**config.mk**
```make
export PLATFORM = sky130hd
export DESIGN_NAME = ldst_agu
export DESIGN_NICKNAME = d
export VERILOG_FILES = /design/src/rtl/ldst_pkg.sv /design/src/rtl/ldst_addr_gen.sv /design/src/rtl/ldst_store_fmt.sv /design/src/rtl/ldst_load_fmt.sv /design/src/rtl/ldst_agu.sv
export SDC_FILE = /design/constraint.sdc
export NUM_CORES = 1
export LEC_CHECK = 0
export BUFFER_PORTS_ARGS = -buffer_cell sky130_fd_sc_hd__buf_2
export CORE_ASPECT_RATIO = 1.1
export CORE_UTILIZATION = 35
export CTS_CLUSTER_DIAMETER = 40
export DETAILED_ROUTE_END_ITERATION = 8
export PLACE_DENSITY = 0.57
export SETUP_SLACK_MARGIN = 0.05
export SKIP_CTS_REPAIR_TIMING = 1
export SYNTH_ARGS = -nofsm -noshare
export SYNTH_HDL_FRONTEND = slang
export SYNTH_SLANG_ARGS = --single-unit
```
**constraint.sdc**
```tcl
create_clock -name clk -period 2.4 [get_ports clk]
set_clock_uncertainty 0.2 [all_clocks]
set_input_delay 0.36 -clock clk [delete_from_list [all_inputs] [get_ports clk]]
set_output_delay 0.36 -clock clk [all_outputs]
set_load 0.1 [all_outputs]
```
**src/rtl/ldst_pkg.sv**
```systemverilog
package ldst_pkg;

   typedef enum logic [1:0] {
      SZ_BYTE = 2'd0,
      SZ_HALF = 2'd1,
      SZ_WORD = 2'd2
   } mem_sz_e;

   typedef enum logic [1:0] {
      ST_IDLE = 2'd0,
      ST_REQ  = 2'd1,
      ST_WAIT = 2'd2
   } agu_st_e;

   // kind code: bit2 = halfword/signed class, bits[1:0] sub-select
   function automatic logic kind_ok(input logic [2:0] k);
      return !(k[2] && (k[1:0] == 2'b00));
   endfunction

   function automatic mem_sz_e kind_size(input logic [2:0] k);
      if (!k[2])
         return k[0] ? SZ_BYTE : SZ_WORD;
      else
         return (k[1:0] == 2'b10) ? SZ_BYTE : SZ_HALF;
   endfunction

   function automatic logic kind_signed(input logic [2:0] k);
      return k[2] && k[1];
   endfunction

endpackage

```
**src/rtl/ldst_addr_gen.sv**
```systemverilog
module ldst_addr_gen #(
   parameter int XLEN  = 32,
   parameter int IMM_W = 12
) (
   input  logic [XLEN-1:0]  base,
   input  logic [XLEN-1:0]  offset,
   input  logic [IMM_W-1:0] imm,
   input  logic             use_imm,
   input  logic             pre,
   input  logic             up,
   input  logic             wb,
   output logic [XLEN-1:0]  mod_base,
   output logic [XLEN-1:0]  acc_addr,
   output logic             base_wr
);
   logic [XLEN-1:0] off_eff;

   // immediate is zero-extended to the datapath width
   assign off_eff  = use_imm ? XLEN'(imm) : offset;
   // wrapping add/subtract, carries beyond XLEN are dropped
   assign mod_base = up ? (base + off_eff) : (base - off_eff);
   assign acc_addr = pre ? mod_base : base;
   assign base_wr  = (wb && pre) || !pre;
endmodule

```
**src/rtl/ldst_store_fmt.sv**
```systemverilog
module ldst_store_fmt
   import ldst_pkg::*;
#(
   parameter int XLEN = 32
) (
   input  logic [XLEN-1:0] addr,
   input  mem_sz_e         size,
   input  logic [XLEN-1:0] sdata,
   output logic [XLEN-1:0] req_addr,
   output logic [XLEN-1:0] wdata
);
   localparam int LANES = XLEN / 8;
   localparam int LB    = $clog2(LANES);

   always_comb begin
      req_addr = addr;
      case (size)
         SZ_WORD: req_addr[LB-1:0] = '0;
         SZ_HALF: req_addr[0]      = 1'b0;
         default: req_addr         = addr;
      endcase
   end

   // per-lane replication of the store data
   for (genvar j = 0; j < LANES; j++) begin : g_lane
      assign wdata[8*j +: 8] = (size == SZ_BYTE) ? sdata[7:0] :
                               (size == SZ_HALF) ? sdata[8*(j%2) +: 8] :
                                                   sdata[8*j +: 8];
   end
endmodule

```
**src/rtl/ldst_load_fmt.sv**
```systemverilog
module ldst_load_fmt
   import ldst_pkg::*;
#(
   parameter int XLEN = 32
) (
   input  logic [XLEN-1:0]                   rdata,
   input  logic [$clog2(XLEN/8)-1:0]         alow,
   input  mem_sz_e                           size,
   input  logic                              sgn,
   output logic [XLEN-1:0]                   result
);
   localparam int LANES = XLEN / 8;
   localparam int LB    = $clog2(LANES);

   logic [XLEN-1:0] word_rot;
   logic [XLEN-1:0] half_z;
   logic [XLEN-1:0] half_rot;
   logic [XLEN-1:0] half_s;
   logic [XLEN-1:0] byte_x;

   function automatic logic [7:0] pick_lane(input logic [XLEN-1:0] d,
                                            input logic [LB-1:0]   k,
                                            input int              j);
      logic [7:0] r;
      r = '0;
      for (int m = 0; m < LANES; m++) begin
         if (k == LB'(m)) r = d[8*((j + m) % LANES) +: 8];
      end
      return r;
   endfunction

   // rotate right by whole bytes: output lane j takes lane (j+k) mod LANES
   for (genvar j = 0; j < LANES; j++) begin : g_rot
      assign word_rot[8*j +: 8] = pick_lane(rdata, alow, j);
   end

   assign half_z   = {{(XLEN-16){1'b0}}, rdata[15:0]};
   assign half_rot = alow[0] ? {half_z[7:0], half_z[XLEN-1:8]} : half_z;
   assign half_s   = {{(XLEN-16){rdata[15]}}, rdata[15:0]};
   assign byte_x   = {{(XLEN-8){sgn & rdata[7]}}, rdata[7:0]};

   always_comb begin
      case (size)
         SZ_WORD: result = word_rot;
         SZ_HALF: result = sgn ? half_s : half_rot;
         default: result = byte_x;
      endcase
   end
endmodule

```
**src/rtl/ldst_agu.sv**
```systemverilog
module ldst_agu
   import ldst_pkg::*;
#(
   parameter int XLEN  = 32,
   parameter int IMM_W = 12,
   parameter int REG_W = 4
) (
   input  logic             clk,
   input  logic             rst_n,
   input  logic             op_valid,
   output logic             op_ready,
   input  logic             op_load,
   input  logic             op_pre,
   input  logic             op_up,
   input  logic             op_wb,
   input  logic [2:0]       op_kind,
   input  logic             op_use_imm,
   input  logic [IMM_W-1:0] op_imm,
   input  logic [XLEN-1:0]  op_base,
   input  logic [XLEN-1:0]  op_offset,
   input  logic [XLEN-1:0]  op_sdata,
   input  logic [REG_W-1:0] op_rd,
   input  logic [REG_W-1:0] op_rn,
   output logic             mem_req_valid,
   input  logic             mem_req_ready,
   output logic [XLEN-1:0]  mem_addr,
   output logic [1:0]       mem_size,
   output logic             mem_we,
   output logic [XLEN-1:0]  mem_wdata,
   input  logic             mem_rvalid,
   input  logic [XLEN-1:0]  mem_rdata,
   output logic             res_valid,
   output logic             rej,
   output logic             rd_we,
   output logic [REG_W-1:0] rd_idx,
   output logic [XLEN-1:0]  rd_data,
   output logic             rn_we,
   output logic [REG_W-1:0] rn_idx,
   output logic [XLEN-1:0]  rn_data
);
   localparam int LANES = XLEN / 8;
   localparam int LB    = $clog2(LANES);

   // elaboration-time parameter checks
   if ((XLEN % 8) != 0 || XLEN < 32 || (LANES & (LANES - 1)) != 0) begin : g_bad_xlen
      $error("ldst_agu: XLEN must be a power-of-two byte count of at least 32 bits");
   end
   if (IMM_W < 1 || IMM_W > XLEN) begin : g_bad_imm
      $error("ldst_agu: IMM_W must lie in 1..XLEN");
   end
   if (REG_W < 1) begin : g_bad_reg
      $error("ldst_agu: REG_W must be at least 1");
   end

   agu_st_e          state;
   logic [XLEN-1:0]  c_mod, c_acc, c_req_addr, c_wdata;
   logic             c_base_wr;
   mem_sz_e          c_size;

   logic             q_load, q_sgn, q_wrbase;
   mem_sz_e          q_size;
   logic [LB-1:0]    q_alow;
   logic [XLEN-1:0]  q_mod, q_req_addr, q_wdata;
   logic [REG_W-1:0] q_rd, q_rn;
   logic [XLEN-1:0]  ld_res;

   assign c_size = kind_size(op_kind);

   ldst_addr_gen #(.XLEN(XLEN), .IMM_W(IMM_W)) u_addr (
      .base     (op_base),
      .offset   (op_offset),
      .imm      (op_imm),
      .use_imm  (op_use_imm),
      .pre      (op_pre),
      .up       (op_up),
      .wb       (op_wb),
      .mod_base (c_mod),
      .acc_addr (c_acc),
      .base_wr  (c_base_wr)
   );

   ldst_store_fmt #(.XLEN(XLEN)) u_st (
      .addr     (c_acc),
      .size     (c_size),
      .sdata    (op_sdata),
      .req_addr (c_req_addr),
      .wdata    (c_wdata)
   );

   ldst_load_fmt #(.XLEN(XLEN)) u_ld (
      .rdata  (mem_rdata),
      .alow   (q_alow),
      .size   (q_size),
      .sgn    (q_sgn),
      .result (ld_res)
   );

   assign op_ready      = (state == ST_IDLE);
   assign mem_req_valid = (state == ST_REQ);
   assign mem_addr      = q_req_addr;
   assign mem_size      = q_size;
   assign mem_we        = !q_load;
   assign mem_wdata     = q_wdata;

   always_ff @(posedge clk or negedge rst_n) begin
      if (!rst_n) begin
         state      <= ST_IDLE;
         res_valid  <= 1'b0;
         rej        <= 1'b0;
         rd_we      <= 1'b0;
         rn_we      <= 1'b0;
         rd_idx     <= '0;
         rn_idx     <= '0;
         rd_data    <= '0;
         rn_data    <= '0;
         q_load     <= 1'b0;
         q_sgn      <= 1'b0;
         q_wrbase   <= 1'b0;
         q_size     <= SZ_WORD;
         q_alow     <= '0;
         q_mod      <= '0;
         q_req_addr <= '0;
         q_wdata    <= '0;
         q_rd       <= '0;
         q_rn       <= '0;
      end else begin
         res_valid <= 1'b0;
         rej       <= 1'b0;
         rd_we     <= 1'b0;
         rn_we     <= 1'b0;
         case (state)
            ST_IDLE: begin
               if (op_valid) begin
                  if (!kind_ok(op_kind)) begin
                     rej <= 1'b1;
                  end else begin
                     q_load     <= op_load;
                     q_sgn      <= kind_signed(op_kind);
                     q_wrbase   <= c_base_wr;
                     q_size     <= c_size;
                     q_alow     <= c_acc[LB-1:0];
                     q_mod      <= c_mod;
                     q_req_addr <= c_req_addr;
                     q_wdata    <= c_wdata;
                     q_rd       <= op_rd;
                     q_rn       <= op_rn;
                     state      <= ST_REQ;
                  end
               end
            end
            ST_REQ: begin
               if (mem_req_ready) begin
                  if (q_load) begin
                     state <= ST_WAIT;
                  end else begin
                     res_valid <= 1'b1;
                     rn_we     <= q_wrbase;
                     rn_data   <= q_mod;
                     rn_idx    <= q_rn;
                     rd_idx    <= q_rd;
                     state     <= ST_IDLE;
                  end
               end
            end
            ST_WAIT: begin
               if (mem_rvalid) begin
                  res_valid <= 1'b1;
                  rd_we     <= 1'b1;
                  rd_data   <= ld_res;
                  rd_idx    <= q_rd;
                  // loaded value owns a shared register: base write dropped
                  rn_we     <= q_wrbase && (q_rd != q_rn);
                  rn_data   <= q_mod;
                  rn_idx    <= q_rn;
                  state     <= ST_IDLE;
               end
            end
            default: state <= ST_IDLE;
         endcase
      end
   end
endmodule

```
==> flow_summary.yaml, run 1 <==
drt:
  dr.pass1.iters: 5
  drt_iter0_drc: 572
  viasPerCell: 5.134
  drc_errors: 0
  drtAntennaViolNets: 0
  dr_total_vias: 11444
  drt_wl_total_mm: 39.84
  wl_per_cell_um: 17.87
grt:
  grt_pass1_vias: 11034
  antenna_found_initial: 3
  grt_pass1_wl_mm: 60.13
  gr-total-overflow: 0
  grt_use_total_pct: 22.69
  grt_max_degree: 107
synth:
  synth_ff_type: "dfrtp_1"
  ys_warn_count: 0
  synth_cell_type_count: 67
  synth_area_leader_cell: "dfrtp_1"
  synth_enable_flop_cells: 0
  yosysTopAreaCellShare_pct: 40.55
  synthTopCellsByArea: "dfrtp_1 41%, nand2_1 7.8%, mux2i_1 6.2%"
  synthArstFlopShare_pct: 100.0
  synth_cells: 1286
  avgSynthCellArea_um2: 9.022
  ys_ff_latch: 189
  syn-num-nets: 1492
  ys_seq_area_share_pct: 40.77
  syn_area_mm2: 0.01160
floorplan:
  rows: 69
  die_w_um: 175.6
  top_level_ports: 306
  die_area_mm2: 0.03388
  chipHeight_um: 193.0
  core_mm2: 0.03246
  initial_utilization_pct: 35.74
timing:
  post-route-period-util_pct: 160.3
  setup-violations-final: 53
  hold_violations: 3
  slew-limit-headroom_pct: 63.31
  worst_hold_slack_ps: -12.07
  fin_ws_ps: -1448
  min_period_ps: 3848
  maxSlewViolCount: 0
  rsz0062_at_grt: "true"
  tns_ps: -51280
  worst_slew_pin_slew_ps: 554.2
  max_freq_mhz: 259.9
clock_tree:
  clk_pin_slew_ps: 70
  numCtsBuffers: 17
  worstSkewPairLatency_ps: 430
  tritoncts: "done"
  clock_path_buffers: 2
  cts-root-buf: "clkbuf_16"
  htreeDepth: 4
  cts_sinks: 189
worst_setup_path:
  required_ps: 2510
  r2r_slack_ps: 100
  path_delay_family: "compound AO/OA/AOI/OAI gates"
  path_buf_inv: 1
  cp_cell_sequence: "buf_12 -> mux2i_4 -> ha_4 -> o21ai_4 -> o21bai_4 -> nor3b_2 -> nor3b_4 -> o21a_2 -> nor2_4 -> o31ai_1 -> a31oi_1 -> ha_2 -> a21oi_2 -> o21ai_1 -> a21o_1 -> a21o_1 -> a31oi_4 -> o31ai_4 -> a311oi_2 -> xnor2_1 -> o21ai_1"
  crit_type: "input pin to flip-flop"
  endpoint_kind: "flip-flop"
  critPathMaxStageDelay_ps: 330
  slowest_stage: "a311oi_2"
  r2r-start: "mem_size[1]"
  r2r-end: "rd_data[27]"
  crit_path_start_kind: "input pin"
  worstPathMaxFanout: 5
  rr_worst_depth: 8
  worstPathArrival_ps: 3960
final_layout:
  num-nets-final: 1996
  layout-drive-gt1-share_pct: 45.48
  regArea_mm2: 0.004740
  final_cell_area_mm2: 0.01747
  nFillCells: 3043
  final_common_cell: "buf_2"
  multiInputGateArea_mm2: 0.007787
  diodes: 0
  syn_to_final_growth_pct: 50.59
  postLayoutCoreUtil_pct: 53.82
  final_cell_mix: "302 x buf_2, 230 x nand2_1, 209 x buf_4"
status:
  status: "finished with violations"
  violations: "negative hold slack, negative setup slack"
worst_hold_path:
  worstHoldEndpoint: "mem_wdata[1]"
  worstHoldStart: "op_sdata[1]"
  hold_depth: 3
  hold_path.class: "input pin to flip-flop"
placed_design:
  io_buffers: 305
  placed_cell_area_mm2: 0.01539
  dpl.hpwl_mm: 29.65
  place_congestion: 0.8827
pwr:
  irDropWorstVdd_v: 0.0009918
  fin_total_pwr_mw: 26.28
  p_per_area_mw_per_mm2: 1504
  leakagePower_nw: 8.315
flow_run:
  cap_violations: 0
-- through the flow --
step | hold slack, ps | instances | setup WS, ps
final | -12.07 | 2229 | -1448
after global routing | 6.023 | 2229 | -1601
after CTS | -356.8 | 2195 | -1620
after detailed placement | 125.0 | 2163 | -2061
after global placement | 122.7 | 2163 | -2019
after floorplan | -135.6 | 1286 | -2138
-- layout make-up --
class / count / share of cell area (%)
Clock inverter: 12 / 0.9739
Clock buffer: 20 / 2.614
Inverter: 21 / 0.4655
Tap cell: 426 / 3.051
Timing Repair Buffer: 559 / 21.20
Multi-Input combinational cell: 1002 / 44.57
Sequential cell: 189 / 27.13
-- cell families after synthesis --
kind of cell / count (synthesis) / share of synthesized area [%]
AOI/OAI and AO/OA: 343 / 18.99
xor gates and xnor gates: 51 / 3.915
adders and majority gates: 45 / 4.918
buffers and inverters: 95 / 3.138
DFF: 189 / 40.77
muxes: 133 / 12.23
and+or+nand+nor: 430 / 16.04
-- layer usage --
metal	vias to the layer above	GRT usage [%]	wire [um]
li1	5586	-	-
met1	5481	30.10	17470
met2	339	38.58	19720
met3	32	4.000	2198
met4	6	4.916	408
met5	-	0	38
-- power by group --
group	total, mW	internal, mW	switching, mW
Combinational	17.5	4.36	13.1
Clock	3.10	1.73	1.37
Sequential	5.69	4.76	0.932
Total	26.3	10.9	15.4
-- how the worst max path moves through the flow --
| stage | end | cells past startpoint | from |
|---|---|---|---|
| 6_report | q_mod[31] | 21 | op_use_imm |
| 5_1_grt | q_mod[31] | 21 | op_use_imm |
| 4_1_cts | mem_addr[30] | 18 | op_use_imm |
| 3_5_place_dp | mem_addr[30] | 18 | op_use_imm |
| 3_3_place_gp | mem_addr[29] | 19 | op_use_imm |
| 2_1_floorplan | q_mod[31] | 24 | op_use_imm |
-- synth_stat cells, drive strengths merged (2+ instances only) --
cell type / n
clkbuf: 64
a311oi: 2
a21oi: 97
a32oi: 4
nor2: 96
mux2: 60
a211oi: 3
o22ai: 3
nor3: 12
o41ai: 2
xor2: 15
nand2: 242
nand4: 5
and2: 2
o22a: 24
nor2b: 13
or2: 2
mux2i: 72
nand3: 16
xnor2: 36
o32ai: 3
a31oi: 18
o31ai: 12
a21o: 15
o21ai: 95
o211ai: 9
a221oi: 8
a22oi: 17
a21boi: 3
o21a: 7
inv: 21
and3: 9
nor3b: 14
a22o: 7
o21bai: 5
nor4: 7
nand2b: 8
buf: 10
a2bb2oi: 2
ha: 44
dfrtp: 188
-- state kept, by name (all words and copies together) (netlist names), 2 cells and up --
signal / flops
mem_addr: 32
mem_size: 2
mem_wdata: 32
q_alow: 2
q_mod: 32
q_rd: 4
q_rn: 4
rd_data: 32
rd_idx: 4
rn_data: 32
rn_idx: 4
state: 2
-- worst register-to-register path: cells and delay by family, from the launching register on --
family                   cells  cell delay, ps
AO/OA/AOI/OAI                4             820
adder cells (fa/ha/maj)      1             180
buffers and inverters        2             200
flip-flops                   1             640
AND/OR/NAND/NOR              1             150
Power figures use the tool's default switching activity.
==> run 2, diff against run 1 <==
Settings changed: PLACE_DENSITY 0.57 to 0.55.
Clock period 2.4 ns to 3.8 ns, I/O delays scaled along.
==> flow_summary.yaml, run 2 (synthesis gave the netlist of run 1 again) <==
clock_tree:
  cts-root-buf: "clkbuf_16"
  numCtsBuffers: 17
  htreeDepth: 4
  clock_path_buffers: 2
  worstSkewPairLatency_ps: 430
  clk_pin_slew_ps: 70
  tritoncts: "done"
  cts_sinks: 189
floorplan:
  initial_utilization_pct: 35.74
  core_mm2: 0.03246
  top_level_ports: 306
  die_w_um: 175.6
  rows: 69
  chipHeight_um: 193.0
  die_area_mm2: 0.03388
drt:
  drt_iter0_drc: 685
  viasPerCell: 5.240
  drt_wl_total_mm: 39.40
  wl_per_cell_um: 18.11
  dr.pass1.iters: 4
  dr_total_vias: 11397
  drtAntennaViolNets: 0
  drc_errors: 0
timing:
  fin_ws_ps: -390.8
  hold_violations: 2
  rsz0062_at_grt: "true"
  slew-limit-headroom_pct: 43.96
  min_period_ps: 4191
  worst_hold_slack_ps: -1.304
  worst_slew_pin_slew_ps: 837.5
  max_freq_mhz: 238.6
  maxSlewViolCount: 0
  post-route-period-util_pct: 110.3
  setup-violations-final: 28
final_layout:
  fin_cells: 2175
  layout-drive-gt1-share_pct: 40.55
  final_cell_mix: "303 x buf_2, 238 x nand2_1, 188 x dfrtp_1, 188 x buf_4, 87 x nor2_1"
  num-nets-final: 1941
  final_cell_area_mm2: 0.01627
  syn_to_final_growth_pct: 40.22
  final_common_cell: "buf_2"
  nFillCells: 3224
grt:
  grt_pass1_vias: 11106
  grt_pass1_wl_mm: 60.07
  grt_use_total_pct: 22.70
  gr-total-overflow: 0
  grt_max_degree: 86
  antenna_found_initial: 6
worst_setup_path:
  endpoint_kind: "flip-flop"
  crit_type: "input pin to flip-flop"
  worstPathArrival_ps: 4310
  crit_path_start_kind: "input pin"
  required_ps: 3920
  path_buf_inv: 1
  cp_cell_sequence: "buf_8 -> mux2i_2 -> ha_2 -> o21ai_2 -> o21bai_4 -> nor3b_2 -> nor3b_4 -> o21a_2 -> nor2_4 -> o31ai_2 -> a31oi_2 -> ha_1 -> a21oi_2 -> o21ai_2 -> a21o_1 -> a21o_1 -> a31oi_4 -> o31ai_4 -> a311oi_2 -> nand4b_1 -> nand3_1"
  path_delay_family: "compound AO/OA/AOI/OAI gates"
  slowest_stage: "ha_1"
  worstPathMaxFanout: 5
  critPathMaxStageDelay_ps: 350
  r2r_slack_ps: 1320
worst_hold_path:
  hold_path.class: "input pin to async pin"
placed_design:
  place_congestion: 0.8767
  pre_cts_slack_ps: -901.5
  dpl.hpwl_mm: 29.63
  placed_cell_area_mm2: 0.01493
  io_buffers: 305
  dp_cells: 2123
status:
  violations: "negative hold slack, negative setup slack"
  status: "finished with violations"
flow_run:
  cap_violations: 0
run 2: cell types whose count changed in the layout (fill, tap and decap cells not counted), moves of 8 or more:
cell	previous run	this run
buf_4	209	188
buf_6	21	7
dlygate4sd3_1	13	0
a21oi_1	71	81
a21oi_2	20	12
nand2_1	230	238
o21ai_0	57	65
run 2: routing by layer:
layer	routed length, um	GRT usage (%)	share of wire, %	vias up
li1	-	-	-	5476
met5	41	0	0.10	-
met1	17410	29.80	44	5511
met3	2045	3.608	5.2	58
met4	757	6.488	1.9	6
met2	19140	38.57	49	346
run 2: layout make-up:
cell class              instances  area (um^2)  area share, %
well taps                     426        533.0          3.276
repair buffers                504         3115          19.15
clock buffers                  18        439.2          2.699
clock inverters                12        161.4         0.9921
multi-input cells            1002         7203          44.27
diodes                          3        7.507        0.04614
flip-flops and latches        189         4731          29.08
inverters                      21        78.83         0.4845
run 2: path summary, 6_finish.rpt:
path / start / to / cells after the start
worst min register to register: q_mod[27] / q_mod[27] / 2
min in group clk: op_rd[1] / q_rd[1] / 3
worst max-delay path: op_use_imm / mem_addr[31] / 21
worst min-delay path: rst_n / mem_wdata[22] / 1
worst max register to register: state[0] / q_mod[7] / 7
max in group asynchronous: rst_n / mem_wdata[29] / 2
run 2: through the flow:
step	hold slack, ps	TNS (ps)	utilization [%]
after detailed placement	257.2	-25480	46.00
after CTS	31.42	-8412	47.85
final	-1.304	-5315	50.12
after global placement	255.4	-22600	46.00
after global routing	46.15	-10740	50.11
after floorplan	74.41	-21130	-
run 2: worst register-to-register path: cells and delay by family (launching register included):
family / cells / cell delay [ps]
adder cells (fa/ha/maj): 1 / 280
AND/OR/NAND/NOR: 4 / 1060
flip-flops: 1 / 380
buffers and inverters: 2 / 510
Power of run 2 is left out: the tool's default activity adds up to more than one toggle a clock period on the data nets, which glitch-free logic cannot reach.
==> run 3, diff against run 2 <==
Settings changed: ABC_AREA from default to 1, PLACE_DENSITY 0.55 to 0.54.
==> flow_summary.yaml, run 3 <==
status:
  status: "finished with violations"
  violations: "negative hold slack"
worst_setup_path:
  cp_cell_sequence: "buf_2 -> buf_4 -> nand2_2 -> nand2_2 -> ha_1 -> nand4_4 -> nor2_4 -> nand2_2 -> nor2_4 -> nand3_2 -> nand2_2 -> xor2_1 -> ha_1 -> nand2_1 -> nand2_1 -> o21bai_1 -> a21oi_2 -> nor2_1 -> nor2_1 -> nand2_1 -> nand2_1 -> nand2_1 -> nand2_1 -> o21ai_0"
  worstPathArrival_ps: 3580
  r2r_slack_ps: 940
  r2r-start: "mem_size[1]"
  r2r-end: "rd_data[3]"
  required_ps: 3910
  rr_worst_depth: 10
  critPathMaxStageDelay_ps: 300
  crit_top_cell: "nand2_1"
  endpoint_kind: "flip-flop"
  slowest_stage: "ha_1"
  path_buf_inv: 2
  crit_path_start_kind: "input pin"
  worstPathMaxFanout: 7
  path_delay_family: "simple AND/OR/NAND/NOR gates"
  crit_type: "input pin to flip-flop"
grt:
  antenna_found_initial: 1
  grt_pass1_vias: 12204
  grtUsageMet3_pct: 3.607
  grt_use_met1_pct: 31.68
  top_usage_layer: "met2"
  grt_max_degree: 110
  gr-total-overflow: 0
  grt_use_total_pct: 24.27
  grt_pass1_wl_mm: 67.21
  met2_usage_pct: 41.34
floorplan:
  die_area_mm2: 0.03581
  chipHeight_um: 198.4
  core_mm2: 0.03438
  rows: 71
  die_w_um: 180.5
  top_level_ports: 306
  initial_utilization_pct: 35.69
synth:
  synth_cells: 1686
  synth_ff_type: "dfrtp_1"
  synthArstFlopShare_pct: 100.0
  ys_seq_area_share_pct: 38.56
  synthTopCellsByArea: "dfrtp_1 38%, nand2_1 14%, o21ai_0 5.8%"
  ys_warn_count: 0
  avgSynthCellArea_um2: 7.277
  synth_area_leader_cell: "dfrtp_1"
  synth_enable_flop_cells: 0
  yosysTopAreaCellShare_pct: 38.34
  ys_ff_latch: 189
  syn-num-nets: 1892
  synth_cell_type_count: 54
  synth.most_common_cell: "nand2_1"
  syn_area_mm2: 0.01227
  synth_common_cells: "461 x nand2_1, 188 x dfrtp_1, 170 x nor2_1"
pwr:
  swShare_pct: 61.96
  irDropWorstVdd_v: 0.0007372
  p_switching_mw: 9.900
  leakagePower_nw: 8.243
  p_per_area_mw_per_mm2: 1011
  fin_total_pwr_mw: 15.98
  p_seq_share_pct: 22.1
  power_frac_comb_pct: 66.1
  internal-power_mw: 6.077
  clock_power_share_pct: 11.7
clock_tree:
  numCtsBuffers: 17
  cts_sinks: 189
  clock_path_buffers: 2
  tritoncts: "done"
  worstSkewPairLatency_ps: 450
  clk_pin_slew_ps: 70
  htreeDepth: 4
  cts-root-buf: "clkbuf_16"
final_layout:
  syn_to_final_growth_pct: 28.78
  final_cell_mix: "460 x nand2_1, 304 x buf_2, 188 x dfrtp_1"
  layout-drive-gt1-share_pct: 27.06
  final_common_cell: "nand2_1"
  num-nets-final: 2285
timing:
  max_freq_mhz: 287.6
  min_period_ps: 3477
  slew-limit-headroom_pct: 47.08
  worst_slew_pin_slew_ps: 787.8
  rsz0062_at_grt: "true"
  hold_violations: 22
  setup-violations-final: 0
  post-route-period-util_pct: 91.50
  fin_ws_ps: 323.1
  worst_hold_slack_ps: -14.26
  maxSlewViolCount: 0
drt:
  drt_iter0_drc: 846
  wl_per_cell_um: 17.14
  drtAntennaViolNets: 0
  dr_total_vias: 12629
  drt_wl_total_mm: 43.38
  drc_errors: 0
  dr.pass1.iters: 5
  viasPerCell: 4.990
flow_run:
  cap_violations: 0
worst_hold_path:
  hold_path.class: "input pin to async pin"
placed_design:
  io_buffers: 305
  pre_cts_slack_ps: -259.1
  dpl.hpwl_mm: 34.17
  place_congestion: 0.9324
-- run 3: power by group through the flow --
stage	Clock, mW	Combinational [mW]	Sequential, mW
after global routing	1.99	11.2	3.66
after detailed placement	0	10.6	3.58
after floorplan	0	3.03	8.70
after global placement	0	10.6	3.55
after CTS	1.93	10.6	3.55
final	1.87	10.6	3.54
-- run 3: layer usage --
metal  wire length (um)  up-vias
met5                  0        -
met4               1000        0
met3               1881       53
met2              20970      370
met1              19530     5914
li1                   -     6292
-- run 3: final cells by class --
type,instances,area [um^2]
fillers,3640,18580
multi-input cells,1252,6611
flip-flops and latches,189,4731
repair buffers,444,2641
inverters,175,663.1
well taps,438,548.0
clock buffers,20,446.7
clock inverters,12,156.4
diodes,1,2.502
-- run 3: stage by stage --
stage	std cells	setup TNS (ps)	cell area (um^2)	util, %
6_report	2531	0	15800	45.96
5_1_grt	2530	0	15800	45.95
4_1_cts	2530	0	15740	45.78
3_5_place_dp	2498	-3149	15140	44.03
3_3_place_gp	2498	-2151	15140	44.03
2_1_floorplan	1686	0	12270	-
-- run 3: how the worst max path moves through the flow --
stage / startpoint / end / depth (start not counted)
2_1_floorplan: op_use_imm / mem_addr[23] / 22
3_3_place_gp: op_use_imm / mem_addr[30] / 25
3_5_place_dp: op_use_imm / mem_addr[17] / 25
4_1_cts: op_use_imm / q_mod[29] / 24
5_1_grt: op_use_imm / mem_addr[19] / 23
6_report: op_use_imm / q_mod[29] / 24
-- run 3: logic make-up (layout without fill, tap and decap cells) --
kind of cell / Yosys count / in the layout / synth area share (%)
other cells: 0 / 1 / 0
mux: 21 / 21 / 1.907
flops: 189 / 189 / 38.56
buf+inv: 245 / 651 / 8.097
fa+ha+maj: 45 / 45 / 4.650
xor+xnor: 42 / 42 / 2.998
compound gates: 364 / 364 / 16.88
simple gates: 780 / 780 / 26.91
